<file path="src/rtl/wdog_core.sv">
module wdog_core #(
  parameter int BASE_TICKS = 16,
  parameter int RATIO_W    = 3
) (
  input  logic               clk,
  input  logic               rst_n,
  input  logic               wdt_en_i,
  input  logic               clr_i,
  input  logic               sleep_enter_i,
  input  logic               asleep_i,
  input  logic               pre_to_wdt_i,
  input  logic [RATIO_W-1:0] ratio_i,
  output logic               dev_rst_o,
  output logic               wake_rst_o,
  output logic               timeout_flag_o
);
  localparam int PRE_W = (1 << RATIO_W) - 1;
  localparam int CNT_W = (BASE_TICKS > 1) ? $clog2(BASE_TICKS) : 1;

  logic [PRE_W-1:0] pre_q, pre_mask;
  logic [CNT_W-1:0] cnt_q;
  logic restart, pre_tick, expire;

  assign restart  = clr_i | sleep_enter_i;
  assign pre_mask = pre_to_wdt_i ? ~({PRE_W{1'b1}} << ratio_i) : '0;
  assign pre_tick = (pre_q & pre_mask) == pre_mask;
  assign expire   = wdt_en_i && !restart && pre_tick && (cnt_q == CNT_W'(BASE_TICKS - 1));

  always_ff @(posedge clk or negedge rst_n) begin
    if (!rst_n) begin
      pre_q <= '0;
      cnt_q <= '0;
    end else if (!wdt_en_i || restart || expire) begin
      pre_q <= '0;
      cnt_q <= '0;
    end else if (pre_tick) begin
      pre_q <= '0;
      cnt_q <= cnt_q + 1'b1;
    end else begin
      pre_q <= pre_q + 1'b1;
    end
  end

  always_ff @(posedge clk or negedge rst_n) begin
    if (!rst_n) begin
      dev_rst_o      <= 1'b0;
      wake_rst_o     <= 1'b0;
      timeout_flag_o <= 1'b1;
    end else begin
      dev_rst_o  <= expire & ~asleep_i;
      wake_rst_o <= expire & asleep_i;
      if (restart)     timeout_flag_o <= 1'b1;
      else if (expire) timeout_flag_o <= 1'b0;
    end
  end

  AST_ONE_KIND: assert property (@(posedge clk) disable iff (!rst_n)
    !(dev_rst_o && wake_rst_o));
  AST_WAKE_FROM_SLEEP: assert property (@(posedge clk) disable iff (!rst_n)
    (!dev_rst_o && !wake_rst_o && asleep_i) |=> !dev_rst_o);
  AST_PULSE_SINGLE: assert property (@(posedge clk) disable iff (!rst_n)
    (dev_rst_o || wake_rst_o) |=> !(dev_rst_o || wake_rst_o));
  AST_RESTART_WINS: assert property (@(posedge clk) disable iff (!rst_n)
    (clr_i || sleep_enter_i) |=> (!dev_rst_o && !wake_rst_o && timeout_flag_o));
  AST_FLAG_DROPS: assert property (@(posedge clk) disable iff (!rst_n)
    (dev_rst_o || wake_rst_o) |-> !timeout_flag_o);
  AST_DISABLED_QUIET: assert property (@(posedge clk) disable iff (!rst_n)
    !wdt_en_i |=> !(dev_rst_o || wake_rst_o));
endmodule

</file>
<file path="config.mk">
export PLATFORM = sky130hd
export DESIGN_NAME = wdog_core
export DESIGN_NICKNAME = d
export VERILOG_FILES = /design/src/rtl/wdog_core.sv
export SDC_FILE = /design/constraint.sdc
export NUM_CORES = 1
export LEC_CHECK = 0
export ABC_AREA = 0
export BUFFER_PORTS_ARGS = -buffer_cell sky130_fd_sc_hd__buf_4
export CAP_MARGIN = 40
export CORE_UTILIZATION = 47
export CTS_CLUSTER_SIZE = 24
export DETAILED_ROUTE_END_ITERATION = 8
export GPL_ROUTABILITY_DRIVEN = 1
export GPL_TIMING_DRIVEN = 0
export PLACE_DENSITY = 0.74
export SLEW_MARGIN = 10
export SYNTH_ARGS = -nofsm -noshare
export SYNTH_HDL_FRONTEND = slang
export SYNTH_SLANG_ARGS = --single-unit
export TNS_END_PERCENT = 20
</file>
<file path="constraint.sdc">
create_clock -name clk -period 1.5 [get_ports clk]
set_input_delay 0.225 -clock clk [delete_from_list [all_inputs] [get_ports clk]]
set_output_delay 0.225 -clock clk [all_outputs]
set_load 0.1 [all_outputs]
</file>
Word level (Yosys, flattened, before mapping)
Cells that the tools add are included.
{ "word_totals": {"output_inout_bits": 3, "reg_bits": 14, "elab_cells": 32, "input_bits": 10} }
{ "op_classes": {"n_shift": 1, "bitwise": 6, "add_sub_neg": 2, "mux": 7, "n_reduce_logical": 9, "n_eq_ne": 2} }
{ "ops": {"columns": ["op", "n"], "rows": [
  ["7-bit 2-to-1 mux", 3],
  ["4-bit 2-to-1 mux", 2],
  ["7-bit by 1-bit adder with 7-bit output, second input constant", 1],
  ["7-bit AND", 1],
  ["7-bit equality test", 1],
  ["7-bit inverter", 1],
  ["7-bit by 3-bit left shift with 7-bit output, first input constant", 1],
  ["4-bit by 1-bit adder with 4-bit output, second input constant", 1],
  ["4-bit equality test, second input constant", 1],
  ["2-bit nonzero test", 2],
  ["1-bit logical AND", 3],
  ["1-bit AND", 2],
  ["1-bit zero test", 2],
  ["1-bit logical OR", 2],
  ["1-bit 2-to-1 mux", 2],
  ["1-bit inverter", 1],
  ["1-bit bitwise OR", 1]
]} }

Longest topological paths before layout
Gate-level depths: netlist of run 1.
{ "logic_depth": {"depth_word": 9, "mapped_depth": 5, "mapped_depth_nobuf": 5} }

Least setup slack after synthesis of run 1
OpenSTA, ideal clock, no wires.
{ "synth_path": {"kind": "register -> register", "start": "reg pre_q[0]", "end": "reg cnt_q[3]", "path_buffers": 0, "path_slack_ps": -186, "t_arrival_ps": 1564, "period_less_slack_ps": 1686, "setup_time_ps": 122, "stages_incl_launch_ff": 6, "t_required_ps": 1378, "path_cell_list": "dfrtp_1 -> nand2_1 -> o221a_1 -> a2111oi_4 -> nand2_1 -> a32o_1"} }
{ "synth_between": {"elab_chain_len": 6, "word_cells_on_any_way": 7, "cone_classes": "eq/ne: 1; mux: 1; bitwise: 1; reduce/logical: 4"} }
{ "synth_rtl": {"columns": ["element", "line", "source"], "rows": [
  ["from (decl)", "20", "logic [PRE_W-1:0] pre_q, pre_mask;"],
  ["from (signal assigned)", "40", "pre_q <= pre_q + 1'b1;"],
  ["7-bit AND (*)", "26", "assign pre_tick = (pre_q & pre_mask) == pre_mask;"],
  ["7-bit equality test (*)", "26", null],
  ["1-bit logical AND (2 in series)", "27", "assign expire = wdt_en_i && !restart && pre_tick && (cnt_q == CNT_W'(BASE_TICKS - 1));"],
  ["1-bit logical OR", "33", "end else if (!wdt_en_i || restart || expire) begin"],
  ["4-bit 2-to-1 mux or 2-bit nonzero test (tied branches)", null, null],
  ["to (signal assigned)", "38", "cnt_q <= cnt_q + 1'b1;"],
  ["to (decl)", "21", "logic [CNT_W-1:0] cnt_q;"]
]} }
Mark *: on every way between the ends. The rest lies on a longest branch, timed or not.
A chain may end at the register's enable or synchronous reset.

Worst setup path in the final report of run 1
Ends and elaborated chain as after synthesis.

==> metrics, run 1 <==
status finished, violations left; failing checks negative setup slack; delay-heaviest family, CP compound AO/OA/AOI/OAI gates; pin count of the biggest net entering global routing 15; WP data arrival around 1700 ps; Worst Skew approximately 2.4 ps; Detailed Place HPWL ~920 µm; final setup margin -52.7 ps; Final period util 104%; PortBufs 12; GR Overflow Total 0; minimum clock period 1550 ps; final hold vios 0; CP Cell Sequence inv_1 -> a22o_1 -> a2111oi_4 -> buf_6 -> nand2_1 -> a32o_1; Routed Antenna Nets 0; clock group share of total power 36.6%; VDD IR max about 0.00064 V; Site Rows 13; vias per cell roughly 5.3; power density over cell area a little under 800 mW/mm²; Hold WC Path Type primary input to flop; leakage power approximately 0.43 nW; total track usage 19.3%; layout cell share with drive strength beyond 1 between 20 and 30%; Die Y between 40 and 50 µm; First-pass DRT Iterations 4; Initial DRC Count 10; P&R area growth vs syn 29.5%; fmax around 640 MHz; dpl ws -301 ps; Worst Path Required approximately 1700 ps; Worst Setup SP pre_q[0]; Max H-tree Level 1; Max Buffers Root-to-Sink 2; Routed WL per cell about 12 µm; Worst Max-Slew Pin Slew around 280 ps; leading cell type in the layout, fill and taps excluded buf_4; clock slew at the register clock pins of the worst setup and hold paths about 80 ps; initial core utilization 52.5%; syn_nets 85; total CTS buffers 3; Worst setup EP type flop; crit path buf inv count 2; fin. max-slew vios 0; die area 0.00169 mm²; ANT cells 0; vias in the first global route just over 500; FF+latch count, synth 14; Placer Congestion 0.686; critical path class flop to flop; Die X ~41 µm; DRC 0; relative slew slack between 80% and 90%; DR vias slightly below 600; synth warn 0; slowest stage delay, CP around 400 ps; commonest cells after routing, fill and taps aside buf_4 (16), dfrtp_1 (13), nor2_1 (12), nand2_1 (6), nand3_1 (6); Clock Sinks 14; sequential fraction of design power 52.7%; first-pass GRT wire length between 2 and 2.5 mm; RSZ-0062 raised after global routing yes; final net count 108; worst r2r src pre_q[0]; CP max stage cell dfrtp_1; clk_lat worst skew 270 ps; num ports 13; Setup violations, final 5; CTS tree built; hold path startpoint asleep_i; Unique masters post-synth 27; Int Power ~570 µW; area of the core 0.00137 mm²; CP Max Fanout 9; clock root cell clkbuf_4; number of max-cap violations 0; Syn Area/Cell 9.82 µm²; switching part of the total between 20% and 30%; Mapped Area 717 µm²; startpoint class of the critical path flop; Cells after Synth 73; combinational group share of total power between 10% and 20%; antenna violations before repair 0; switching power between 150 and 200 µW; sequential cell area fraction in the yosys report approximately half; WL final roughly 1.3 mm; setup_tns -176 ps
==> state kept, by name (all words and copies together), names as in the netlist <==
name	flops
cnt_q	4
timeout_flag_o	1
wake_rst_o	1
dev_rst_o	1
pre_q	7
==> layer usage <==
metal  vias up  wire, µm  track usage [%]
met4         0         6             10.0
met3         2        39             1.63
met5         -         0                0
met2        12       630             32.4
met1       265       638             24.2
li1        299         -                -
==> kinds of logic after synthesis <==
kind of cell               share of synthesized area (%)
AOI/OAI and AO/OA                                   12.2
xor gates and xnor gates                            6.11
adders and majority gates                           3.49
buffers and inverters                               2.09
DFF                                                 49.0
muxes                                               1.40
and+or+nand+nor                                     25.7
==> power groups by stage <==
stage               clock network [mW]  logic [mW]  registers [mW]
global placement                     0      0.0666           0.389
detailed placement                   0      0.0679           0.389
finish                           0.265      0.0777           0.381
global route                     0.288      0.0852           0.382
floorplan                            0      0.0329           0.389
CTS                              0.277      0.0761           0.381
==> area by class of cell <==
type | count | area (µm²)
timing repair buffer | 18 | 141
fill | 112 | 438
sequential | 14 | 352
inverter | 4 | 15.0
multi-input combinational | 55 | 365
tap | 15 | 18.8
clock buffer | 4 | 36.3
==> cell usage after synthesis <==
| cell type | count | area [µm²] |
|---|---|---|
| nand2b_1 | 2 | 12.5 |
| nand2_1 | 7 | 26.3 |
| inv_1 | 4 | 15.0 |
| nand3_1 | 6 | 30.0 |
| dfrtp_1 | 13 | 325 |
| dfstp_2 | 1 | 26.3 |
| a32o_1 | 1 | 10.0 |
| ha_1 | 2 | 25.0 |
| and2_1 | 2 | 12.5 |
| mux2i_1 | 1 | 10.0 |
| nor2b_1 | 1 | 6.26 |
| a21boi_0 | 1 | 7.51 |
| a21oi_1 | 2 | 10.0 |
| a22o_1 | 1 | 8.76 |
| nand4_1 | 1 | 6.26 |
| nor2_1 | 12 | 45.0 |
| and2b_1 | 1 | 7.51 |
| o21ai_0 | 1 | 5.00 |
| and4_1 | 1 | 8.76 |
| xnor2_1 | 3 | 26.3 |
| nor3_1 | 2 | 10.0 |
| o221a_1 | 1 | 11.3 |
| a21o_1 | 1 | 7.51 |
| or3_1 | 1 | 6.26 |
| a2111oi_4 | 1 | 27.5 |
| and3_1 | 2 | 12.5 |
| xor2_1 | 2 | 17.5 |
==> worst paths after layout <==
path / end / slack (ps) / cells past startpoint
worst min register to register: timeout_flag_o / 550 / 2
min in group asynchronous: pre_q[0] / 360 / 2
max in group asynchronous: timeout_flag_o / 900 / 2
worst min-delay path: wake_rst_o / 170 / 2
worst max register to register: cnt_q[3] / -50 / 6
worst max-delay path: cnt_q[3] / -50 / 6
==> what timing repair did <==
action                                  in CTS  in global routing
hold buffers                                 1                  0
buffers inserted                             3                  2
endpoints found under the setup margin      14                 14
resized for setup                            1                  2
pin swaps                                    6                  0
cloned                                       0                  0
hold endpoints to repair                    14                  0
==> per-stage QoR <==
step	hold slack (ps)	instances	area [µm²]	utilization, %	power [mW]
3_5_place_dp	82.9	100	833	61.0	0.457
2_1_floorplan	-70.6	73	724	-	0.422
5_1_grt	159	110	928	67.9	0.755
6_report	165	110	928	67.9	0.724
4_1_cts	160	108	907	66.4	0.734
3_3_place_gp	80.8	100	833	61.0	0.456
Note: power is estimated with default switching activity, not from simulation.
==> run 2: changes to the inputs <==
Settings changed: CELL_PAD_IN_SITES_DETAIL_PLACEMENT from default to 0, CELL_PAD_IN_SITES_GLOBAL_PLACEMENT from default to 1, CORE_UTILIZATION 47 to 36.
==> metrics, run 2 (synthesized netlist as in run 1, its figures left out) <==
max FFs per register 7 (unchanged); Top Registers pre_q: 7 flops, cnt_q: 4 flops; leading cell type in the layout, fill and taps excluded buf_4; Worst Max-Slew Pin Slew 280 ps (-0.807 ps); M1 GR Usage 21.1% (-3.2 points); Hold Crit Depth 2 (unchanged); clock slew at the register clock pins of the worst setup and hold paths 90 ps (about the same); GR Overflow Total 0 (unchanged); met2 usage 24.2% (-8.3 points); Worst Skew 2.29 ps (-0.151 ps); First-pass DRT Iterations 3 (-1); WL final 1.41 mm (+7.3%); P&R area growth vs syn 33.5%; DR vias 589 (+1.9%); die area 0.00217 mm² (+29%); gr busiest metal met2; Worst setup EP type flop; PortBufs 12 (unchanged); Die Y 46.6 µm (+14%); Setup violations, final 12 (+7); leakage power 0.441 nW (+2.9%); status finished, violations left; Clock Sinks 14 (unchanged); Top reg by flops pre_q; relative slew slack 81.5% (about the same); antenna violations before repair 0 (unchanged); clk_lat worst skew 280 ps (about the same); layout cell share with drive strength beyond 1 28.6% (+1.2 points); num ports 13 (unchanged); CTS tree built; clock root cell clkbuf_4; Post-Place Cells 110 (+10%); Routed Antenna Nets 0 (unchanged); WP data arrival 1740 ps (+20 ps); r2r worst-path depth 6 (unchanged); GR Util met3 2.35% (+0.72 points); power density over cell area 769 mW/mm² (-1.4%); number of max-cap violations 0 (unchanged); Initial DRC Count 13 (+3); pin count of the biggest net entering global routing 15 (unchanged); initial core utilization 39.8% (-13 points); Die X 46.6 µm (+14%); CP Max Fanout 8 (-1); Routed WL per cell 11.5 µm (-4.0%); area of the core 0.00180 mm² (+32%); total CTS buffers 3 (unchanged); VDD IR max 0.000386 V (-40%); total track usage 16.2% (-3.0 points); Max H-tree Level 1 (unchanged); vias per cell 4.79 (-8.9%); Post-Layout Cell Count 123 (+12%); Fillers 171 (+53%); RSZ-0062 raised after global routing yes; minimum clock period 1560 ps (+11.9 ps); Site Rows 15 (+2); Final period util 104% (+0.79 points); critical path class flop to flop; dpl ws -325 ps (-24.1 ps); final hold vios 0 (unchanged); final net count 111 (+2.8%); Detailed Place HPWL 1.02 mm (+10%); DRC 0 (unchanged); Hold WC Path Type primary input to flop; commonest cells after routing, fill and taps aside buf_4 (20), dfrtp_1 (13), nor2_1 (12), nand2_1 (7), nand3_1 (6); failing checks negative setup slack; Max Buffers Root-to-Sink 2 (unchanged); fin. max-slew vios 0 (unchanged); final setup margin -64.6 ps (-11.9 ps); vias in the first global route 549 (+8.1%); Placer Congestion 0.736 (+7.3%); ANT cells 0 (unchanged); first-pass GRT wire length 2.31 mm (+12%); startpoint class of the critical path flop; Worst Path Required 1680 ps (+20 ps); fmax 639 MHz (-0.76%)
[run 2: timing repair]
action | 4_1_cts | 5_1_grt
cloned | 0 | 0
hold buffers | 1 | 0
buffers inserted | 8 | 0
setup endpoints to repair | 14 | 14
pin swaps | 5 | 1
hold endpoints to repair | 13 | 0
gates resized for setup | 1 | 0
[run 2: cell type report]
cell class                      instances  area, µm²  area share, %
Clock buffer                            4       36.3           3.79
Inverter                                4       15.0           1.57
Multi-Input combinational cell         55        363           37.9
Sequential cell                        14        352           36.7
Tap cell                               25       31.3           3.27
Timing Repair Buffer                   21        160           16.7
[run 2: metal layers]
layer / routed length, µm / vias to the layer above / share of wire (%)
li1: - / 302 / -
met1: 660 / 268 / 47
met2: 651 / 15 / 46
met3: 63 / 4 / 4.5
met4: 36 / 0 / 2.6
met5: 0 / - / 0
[run 2: per-stage QoR]
stage          total power [mW]  TNS (ps)  area, µm²  hold WS, ps  util, %
4_1_cts                   0.744      -349        957          153     53.1
3_5_place_dp              0.458     -4040        846         88.9     46.9
2_1_floorplan             0.422     -1040        724        -70.6        -
3_3_place_gp              0.457     -3880        846         84.2     46.9
5_1_grt                   0.768     -1940        957          159     53.1
6_report                  0.736      -321        957          154     53.1
[run 2: path summary, 6_finish.rpt]
path	slack, ps	start	endpoint
max in group asynchronous	950	rst_n	timeout_flag_o
worst min-delay path	150	asleep_i	wake_rst_o
worst max-delay path	-60	pre_q[0]	cnt_q[3]
worst max register to register	-60	pre_q[0]	cnt_q[3]
min in group asynchronous	320	rst_n	pre_q[5]
worst min register to register	550	pre_q[6]	pre_q[6]
[run 2: where the power goes]
| part | total, mW | switching, mW | internal [mW] |
|---|---|---|---|
| Combinational | 0.0788 | 0.0373 | 0.0415 |
| Clock | 0.276 | 0.128 | 0.148 |
| Sequential | 0.381 | 0.00216 | 0.379 |
[run 2: worst max-delay path, cell delays in order (launching register included)]
cell       delay [ps]
dfrtp_1           410
nand2_1            90
o221a_1           300
a2111oi_4         180
buf_4             200
nand2_1            60
a32o_1            210
==> run 3: changes to the inputs <==
Settings changed: ABC_AREA 0 to 1, CORE_UTILIZATION 36 to 35, PLACE_DENSITY 0.74 to 0.73.
==> metrics, run 3 <==
Synth area leader dfrtp_1; FF+latch count, synth 14 (unchanged); Die X 48.4 µm (+3.7%); fin util 46.5% (-6.6 points); max FFs per register 7 (unchanged); top post-synthesis cells by area dfrtp_1 (43%), nand2_1 (8.0%), nor2_1 (7.0%); Worst Skew 2.83 ps (+0.535 ps); relative slew slack 80.8% (-0.74 points); Top reg by flops pre_q; Initial DRC Count 9 (-4); Detailed Place HPWL 1.01 mm (-0.52%); ANT cells 0 (unchanged); Syn Area/Cell 8.45 µm² (-14%); Top Registers pre_q: 7 flops, cnt_q: 4 flops; number of max-cap violations 0 (unchanged); setup_tns 0 ps (+321 ps); count leader, synth nand2_1; clock root cell clkbuf_4; Worst Path Required 1270 ps (-410 ps); P&R area growth vs syn 22.6%; power density over cell area 790 mW/mm² (+2.7%); Clock Sinks 14 (unchanged); synth warn 0 (unchanged); num ports 13 (unchanged); Placement Cell Area 876 µm² (+3.6%); critical path class flop to output port; area of the core 0.00198 mm² (+10%); CTS tree built; Final period util 88.5% (-16 points); total track usage 13.3% (-2.9 points); minimum clock period 1330 ps (-236 ps); most frequent cells after synthesis nand2_1 (16), nor2_1 (14), dfrtp_1 (13); Unique masters post-synth 18 (-33%); VDD IR max 0.000430 V (+12%); Main synth FF type dfrtp_1; RSZ-0062 raised after global routing no; commonest cells after routing, fill and taps aside nand2_1 (16), nor2_1 (14), dfrtp_1 (13), inv_1 (12), buf_4 (12); die area 0.00234 mm² (+7.5%); Routed WL per cell 10.1 µm (-12%); antenna violations before repair 0 (unchanged); PortBufs 12 (unchanged); Post-synth EDFFs 0 (unchanged); Mapped Area 752 µm² (+4.9%); leakage power 0.480 nW (+9.0%); final hold vios 0 (unchanged); CP Cell Sequence buf_4; final setup margin 172 ps (+236 ps); fin. max-slew vios 0 (unchanged); final net count 119 (+7.2%); Hold WC Path Type primary input to flop; pin count of the biggest net entering global routing 15 (unchanged); Cells after Synth 89 (+22%); sequential cell area fraction in the yosys report 46.8% (-2.3 points); Max Buffers Root-to-Sink 2 (unchanged); total CTS buffers 3 (unchanged); DRC 0 (unchanged); clk_lat worst skew 280 ps (about the same); CP max stage cell dfstp_2; vias per cell 4.74 (-0.92%); Post-Place Cells 128 (+16%); Yosys top cell area share 43.3% (-2.1 points); dpl ws 193 ps (+518 ps); layout cell share with drive strength beyond 1 22.6% (-5.9 points); DR vias 631 (+7.1%); WP data arrival 1100 ps (-640 ps); Routed Antenna Nets 0 (unchanged); cell area after layout 922 µm² (-3.7%); CP Max Fanout 2 (-6); fmax 753 MHz (+18%); slowest stage delay, CP 540 ps (+130 ps); GR Overflow Total 0 (unchanged); First-pass DRT Iterations 4 (+1); leading cell type in the layout, fill and taps excluded nand2_1; first-pass GRT wire length 2.43 mm (+5.1%); Async SR Flop Fraction 100% (unchanged); Post-CTS Setup Bufs 0 (-8); Post-Layout Cell Count 133 (+8.1%); vias in the first global route 565 (+2.9%); Site Rows 16 (+1); Max H-tree Level 1 (unchanged); startpoint class of the critical path flop; Placer Congestion 0.717 (-2.6%); Setup violations, final 0 (-12); syn_nets 101 (+19%); Worst setup EP type output port; WL final 1.34 mm (-5.1%); Worst Max-Slew Pin Slew 286 ps (+6.66 ps); initial core utilization 37.9% (-1.8 points); delay-heaviest family, CP flip-flops; status finished clean; crit path buf inv count 1 (unchanged); Die Y 48.4 µm (+3.7%); clock slew at the register clock pins of the worst setup and hold paths 80 ps (about the same)
==> run 3: cell types whose count changed in the layout (fill, tap and decap cells not counted), sizes merged, moves of 3 or more <==
cell	delta
inv	+10
nand2	+10
buf	-8
nand4	+5
nor2	+4
xor2	+4
nand3	+3
==> run 3: worst paths after layout <==
| kind | start | to | slack (ps) | cells past startpoint |
|---|---|---|---|---|
| min in group asynchronous | rst_n | pre_q[5] | 340 | 2 |
| max in group asynchronous | rst_n | timeout_flag_o | 930 | 2 |
| min reg2reg | timeout_flag_o | timeout_flag_o | 480 | 2 |
| max | timeout_flag_o | timeout_flag_o | 170 | 1 |
| max reg2reg | pre_q[0] | pre_q[6] | 190 | 5 |
| min | asleep_i | dev_rst_o | 90 | 2 |
==> run 3: timing repair <==
action	CTS	global route
endpoints found under the hold margin	14	0
hold buffers	1	0
resized for setup	0	0
==> run 3: metrics by stage <==
step | hold WS (ps) | total power, mW
2_1_floorplan | -70.6 | 0.425
3_3_place_gp | 84.7 | 0.461
3_5_place_dp | 85.7 | 0.462
4_1_cts | 80.0 | 0.742
5_1_grt | 81.8 | 0.764
6_report | 90.5 | 0.728
==> run 3: report_power, final <==
group          switching (mW)  internal, mW
registers             0.00186         0.379
logic                  0.0429        0.0312
clock network           0.125         0.148
total                   0.170         0.558
==> run 3: cell type report <==
cell class	instances	area, µm²
fill	216	1060
sequential	14	352
multi-input combinational	61	345
timing repair buffer	13	100
inverter	14	55.1
clock buffer	4	36.3
tap	27	33.8
==> run 3: kinds of logic after synthesis <==
logic type / after synthesis / synth area share, %
AND/OR/NAND/NOR: 51 / 33.8
buffers and inverters: 14 / 7.32
flip-flops: 14 / 46.8
XOR/XNOR: 7 / 8.15
adder cells (fa/ha/maj): 2 / 3.33
AO/OA/AOI/OAI: 1 / 0.665
==> run 3: per-layer routing <==
metal / track usage [%] / vias up / part of all wire [%]
met4: 7.35 / 0 / 2.7
met3: 2.20 / 5 / 4.4
met5: 0 / - / 0
met2: 19.7 / 17 / 43
met1: 18.4 / 291 / 50
li1: - / 318 / -
